$ cat src/rtl/byte_port_pkg.sv
package byte_port_pkg;
  // byte offsets of the mapped registers
  localparam int OFF_RXD  = 'h00;
  localparam int OFF_STAT = 'h04;
  localparam int OFF_TXD  = 'h08;
  // status bit positions
  localparam int STAT_RXF = 0;
  localparam int STAT_TXR = 1;

  typedef struct packed {
    logic rd_rxd;
    logic rd_stat;
    logic wr_txd;
  } access_t;
endpackage

$ cat src/rtl/byte_port_decode.sv
module byte_port_decode
  import byte_port_pkg::*;
#(
  parameter int ADDR_W       = 5,
  parameter int BE_W         = 4,
  parameter int WINDOW_BYTES = 24
) (
  input  logic              sel,
  input  logic              wr,
  input  logic [ADDR_W-1:0] addr,
  input  logic [BE_W-1:0]   be,
  output access_t           acc
);
  localparam int IDX_W = ADDR_W - 2;
  localparam logic [ADDR_W-1:0] WIN_LIMIT = ADDR_W'(WINDOW_BYTES);
  localparam logic [IDX_W-1:0]  IDX_RXD   = IDX_W'(OFF_RXD  >> 2);
  localparam logic [IDX_W-1:0]  IDX_STAT  = IDX_W'(OFF_STAT >> 2);
  localparam logic [IDX_W-1:0]  IDX_TXD   = IDX_W'(OFF_TXD  >> 2);

  logic             legal;
  logic [IDX_W-1:0] idx;

  assign idx   = addr[ADDR_W-1:2];
  assign legal = sel && (&be) && (addr < WIN_LIMIT);

  always_comb begin
    acc         = '0;
    acc.rd_rxd  = legal && !wr && (idx == IDX_RXD);
    acc.rd_stat = legal && !wr && (idx == IDX_STAT);
    acc.wr_txd  = legal &&  wr && (idx == IDX_TXD);
  end
endmodule

$ cat src/rtl/byte_port_rx_hold.sv
module byte_port_rx_hold #(
  parameter int CHAR_W = 8
) (
  input  logic              clk,
  input  logic              rst_n,
  input  logic              drain,
  input  logic              in_valid,
  input  logic [CHAR_W-1:0] in_data,
  output logic              in_ready,
  output logic              full,
  output logic [CHAR_W-1:0] held
);
  logic take;

  assign in_ready = !full;
  assign take     = in_valid && in_ready;

  // a drain in the same cycle as a take is applied first, then the take wins
  always_ff @(posedge clk or negedge rst_n) begin
    if (!rst_n) begin
      full <= 1'b0;
      held <= '0;
    end else if (take) begin
      full <= 1'b1;
      held <= in_data;
    end else if (drain) begin
      full <= 1'b0;
    end
  end
endmodule

$ cat src/rtl/byte_port_tx_drive.sv
module byte_port_tx_drive #(
  parameter int CHAR_W = 8
) (
  input  logic              clk,
  input  logic              rst_n,
  input  logic              fire,
  input  logic [CHAR_W-1:0] char_in,
  output logic              out_valid,
  output logic [CHAR_W-1:0] out_data
);
  always_ff @(posedge clk or negedge rst_n) begin
    if (!rst_n) begin
      out_valid <= 1'b0;
      out_data  <= '0;
    end else begin
      out_valid <= fire;
      if (fire) out_data <= char_in;
    end
  end
endmodule

$ cat src/rtl/byte_port_regs.sv
module byte_port_regs
  import byte_port_pkg::*;
#(
  parameter int ADDR_W       = 5,
  parameter int DATA_W       = 32,
  parameter int CHAR_W       = 8,
  parameter int WINDOW_BYTES = 24
) (
  input  logic                clk,
  input  logic                rst_n,
  input  logic                bus_sel,
  input  logic                bus_wr,
  input  logic [ADDR_W-1:0]   bus_addr,
  input  logic [DATA_W/8-1:0] bus_be,
  input  logic [DATA_W-1:0]   bus_wdata,
  output logic [DATA_W-1:0]   bus_rdata,
  input  logic                rx_valid,
  output logic                rx_ready,
  input  logic [CHAR_W-1:0]   rx_data,
  output logic                tx_valid,
  output logic [CHAR_W-1:0]   tx_data
);
  localparam int BE_W = DATA_W / 8;

  access_t           acc;
  logic              rx_full;
  logic [CHAR_W-1:0] rx_held;
  logic              unused_wdata_hi;

  assign unused_wdata_hi = ^bus_wdata[DATA_W-1:CHAR_W];

  byte_port_decode #(
    .ADDR_W(ADDR_W), .BE_W(BE_W), .WINDOW_BYTES(WINDOW_BYTES)
  ) u_decode (
    .sel(bus_sel), .wr(bus_wr), .addr(bus_addr), .be(bus_be), .acc(acc)
  );

  byte_port_rx_hold #(.CHAR_W(CHAR_W)) u_rx (
    .clk(clk), .rst_n(rst_n), .drain(acc.rd_rxd),
    .in_valid(rx_valid), .in_data(rx_data), .in_ready(rx_ready),
    .full(rx_full), .held(rx_held)
  );

  byte_port_tx_drive #(.CHAR_W(CHAR_W)) u_tx (
    .clk(clk), .rst_n(rst_n), .fire(acc.wr_txd),
    .char_in(bus_wdata[CHAR_W-1:0]),
    .out_valid(tx_valid), .out_data(tx_data)
  );

  always_comb begin
    bus_rdata = '0;
    if (acc.rd_rxd) bus_rdata[CHAR_W-1:0] = rx_held;
    if (acc.rd_stat) begin
      bus_rdata[STAT_RXF] = rx_full;
      bus_rdata[STAT_TXR] = 1'b1;
    end
  end
endmodule

$ cat config.mk
export PLATFORM = sky130hd
export DESIGN_NAME = byte_port_regs
export DESIGN_NICKNAME = d
export VERILOG_FILES = /design/src/rtl/byte_port_pkg.sv /design/src/rtl/byte_port_decode.sv /design/src/rtl/byte_port_rx_hold.sv /design/src/rtl/byte_port_tx_drive.sv /design/src/rtl/byte_port_regs.sv
export SDC_FILE = /design/constraint.sdc
export NUM_CORES = 1
export LEC_CHECK = 0
export ABC_AREA = 1
export CAP_MARGIN = 15
export CORE_MARGIN = 8
export CORE_UTILIZATION = 30
export DETAILED_ROUTE_END_ITERATION = 12
export PLACE_DENSITY = 0.91
export SLEW_MARGIN = 20
export SYNTH_ARGS = -nofsm -noshare
export SYNTH_HDL_FRONTEND = slang
export SYNTH_HIERARCHICAL = 1
export SYNTH_SLANG_ARGS = --single-unit
$ cat constraint.sdc
create_clock -name clk -period 2.25 [get_ports clk]
set_clock_uncertainty 0.15 [all_clocks]
set_input_delay 0.675 -clock clk [delete_from_list [all_inputs] [get_ports clk]]
set_output_delay 0.675 -clock clk [all_outputs]
set_load 0.05 [all_outputs]
==> impl_metrics.csv <==
group,metric,value,unit
power_and_ir_drop,power_density,487,nW/um^2
place,dpl.hpwl,2300,um
synth,ys_seq_area_frac,0.434,
critical_path,crit_path_max_incr_delay,0.16,ns
critical_path,worstRegToRegCells,4,
run,max_cap_viol_count,0,
detailed_routing,routed_via_density,3.96,
synth,synth_top_family_by_area,"simple AND/OR/NAND/NOR gates",
worst_hold_path,hold_class,"reg2reg",
global_routing,track_usage,0.107,
clock_network,clk_pin_slew,0.09,ns
clock_network,htreeDepth,1,
die,rows,21,
critical_path,rrSetupSlack,1.11,ns
clock_network,cts_made_buffers,3,
die,die_h,74.8,um
detailed_routing,drc,0,
synth,synth_compound_area_frac,0.0169,
run_status,violations,"negative setup slack",
synth,ys_types,14,
synth,synth-xor-area-share,0,
timing,maxSlewViolCount,0,
worst_hold_path,min_from,"u_tx/out_data[4]",
global_routing,antenna_found_initial,0,
critical_path,endpoint_kind,"output pin",
critical_path,cp_slowest_cell,"a21oi_4",
synth,synthMuxAreaShare,0,
synth,syn_inst,134,
place,io_buffer_count,45,
timing,post-route-period-util,1.10,
critical_path,critPathMaxFanout,5,
die,design.die.area,5600,um^2
synth,synth.avg_cell_area,7.74,um^2
timing,tns,-1.61,ns
global_routing,grt_pass1_wl,4580,um
global_routing,grt_overflow,0,
timing,fmax,0.403,GHz
cells_and_area,final_cell_mix,"41 x nand2_1, 24 x conb_1, 18 x buf_4, 18 x clkdlybuf4s50_1, 18 x dfrtp_1",
critical_path,start_kind,"input pin",
place,place_congestion,0.720,
die,start_util,0.311,
die,core_area,3340,um^2
detailed_routing,ant_nets,0,
synth,synth-seq-cells,18,
clock_network,clock_latency,0.28,ns
critical_path,crit_chain,"buf_8 > a21oi_4 > nand3_4 > nor2_4 > buf_12 > nand3_4 > nand2_4 > buf_12",
power_and_ir_drop,p_leak,0.948,nW
critical_path,arrival,1.65,ns
critical_path,critPathLaunch,"bus_addr[3]",
cells_and_area,drive_above_1_share,0.372,
synth,syn_area,1040,um^2
worst_hold_path,hold-path-endpoint,"u_tx/out_data[4]",
cells_and_area,layout.nets,244,
timing,rsz0062_at_grt,"yes",
die,die_w,74.8,um
critical_path,r2r_start,"u_rx/full",
global_routing,first_global_vias,1034,
detailed_routing,vias,927,
run_status,outcome,"finished, violations left",
critical_path,cp_top_family,"simple AND/OR/NAND/NOR gates",
synth,synth_simple_gate_area_frac,0.283,
cells_and_area,antennaDiodeCount,0,
clock_network,cts_hold_buf,0,
cells_and_area,final_common_cell,"nand2_1",
clock_network,clockRootBuffer,"clkbuf_4",
detailed_routing,routedWlPerCell,12.2,um
cells_and_area,area_growth,72.1,%
critical_path,crit_buf_inv,3,
timing,setup_viol_count_final,8,
detailed_routing,firstDrtPassIters,4,
synth,synth_adder_area_share,0,
power_and_ir_drop,ir_drop,0.347,mV
critical_path,crit_type,"in2out",
detailed_routing,routed_wl,2860,um
critical_path,path_depth,8,
global_routing,grt_start_max_net_pins,19,
timing,fin_crit,2.48,ns
timing,fin_ws,-0.229,ns
critical_path,critPathRequiredTime,1.42,ns
synth,yosys_warnings,6,
detailed_routing,drt_iter0_drc,46,
clock_network,clkSinkCount,18,
die,io_pins,96,
clock_network,cts_max_path_buffers,2,
worst_hold_path,min_path_cells,2,
critical_path,timing.rr.end,"u_rx/held[3]",
cells_and_area,final_util,0.535,
clock_network,cts_tree,"done",
timing,finalHoldViolations,0,
## metal layers
layer,share of wire,global-route usage
met1,0.35,0.104
met2,0.56,0.205
met5,0,0
met3,0.079,0.0386
met4,0.0080,0.0261
## cells in the mapped netlist
master / number / share of area
buf_2: 1 / 0.0048
o21ai_2: 1 / 0.0084
nand2_4: 1 / 0.011
nand3_1: 14 / 0.068
buf_6: 3 / 0.033
buf_4: 24 / 0.17
nor2_1: 3 / 0.011
a21oi_2: 1 / 0.0084
conb_1: 1 / 0.0036
nor2_2: 1 / 0.0060
inv_1: 12 / 0.043
dfrtp_1: 18 / 0.43
inv_2: 2 / 0.0072
nand2_1: 52 / 0.19
## cell families (layout without fill, tap and decap cells)
| kind of cell | count (synthesis) | count (layout) |
|---|---|---|
| other | 1 | 24 |
| AO/OA/AOI/OAI | 2 | 2 |
| buffers and inverters | 42 | 73 |
| AND/OR/NAND/NOR | 71 | 71 |
| flip-flops | 18 | 18 |
## worst max-delay path by stage
| stage | to | slack (ns) |
|---|---|---|
| final | bus_rdata[0] | -0.23 |
| after global routing | bus_rdata[0] | -0.29 |
| after CTS | bus_rdata[0] | -0.25 |
| after detailed placement | bus_rdata[0] | -0.72 |
| after global placement | bus_rdata[0] | -0.69 |
| after floorplan | bus_rdata[0] | -0.04 |
## stage by stage
stage | std cells | hold WS [ns] | power [mW] | worst slack [ns] | instance area [um^2]
2_1_floorplan | 157 | 0.229 | 0.656 | -0.0412 | 1280
6_report | 234 | 0.331 | 0.869 | -0.229 | 1790
3_5_place_dp | 225 | 0.311 | 0.718 | -0.719 | 1690
3_3_place_gp | 225 | 0.306 | 0.706 | -0.688 | 1690
5_1_grt | 234 | 0.369 | 0.931 | -0.288 | 1790
4_1_cts | 232 | 0.337 | 0.877 | -0.246 | 1770
## registers in the layout (all words and copies together), names as in the netlist
name and count:
u_rx/held 8, u_tx/out_valid 1, u_rx/full 1, u_tx/out_data 8
## worst register-to-register path, stage by stage, from the launching register on
cell and delay (ns):
dfrtp_1 0.40, inv_2 0.21, nand2_4 0.13, nand2_1 0.09
nand2_1 0.05
## where the power goes
group	internal, mW	switching, mW
clock network	0.0620	0.0890
registers	0.383	0.0620
logic	0.0885	0.184
total	0.534	0.335
## repair_timing
action	4_1_cts	5_1_grt
gates resized for setup	44	4
pin swaps	7	0
cloned	1	0
buffers inserted	3	2
endpoints found under the hold margin	0	0
endpoints found under the setup margin	8	8
## area by class of cell
| cell class | instances | area (um^2) |
|---|---|---|
| multi-input cells | 97 | 538 |
| fillers | 312 | 1550 |
| flip-flops and latches | 18 | 450 |
| clock buffers | 3 | 22.5 |
| repair buffers | 56 | 642 |
| inverters | 14 | 75.1 |
| well taps | 46 | 57.6 |
Note: power is estimated with default switching activity, not from simulation.
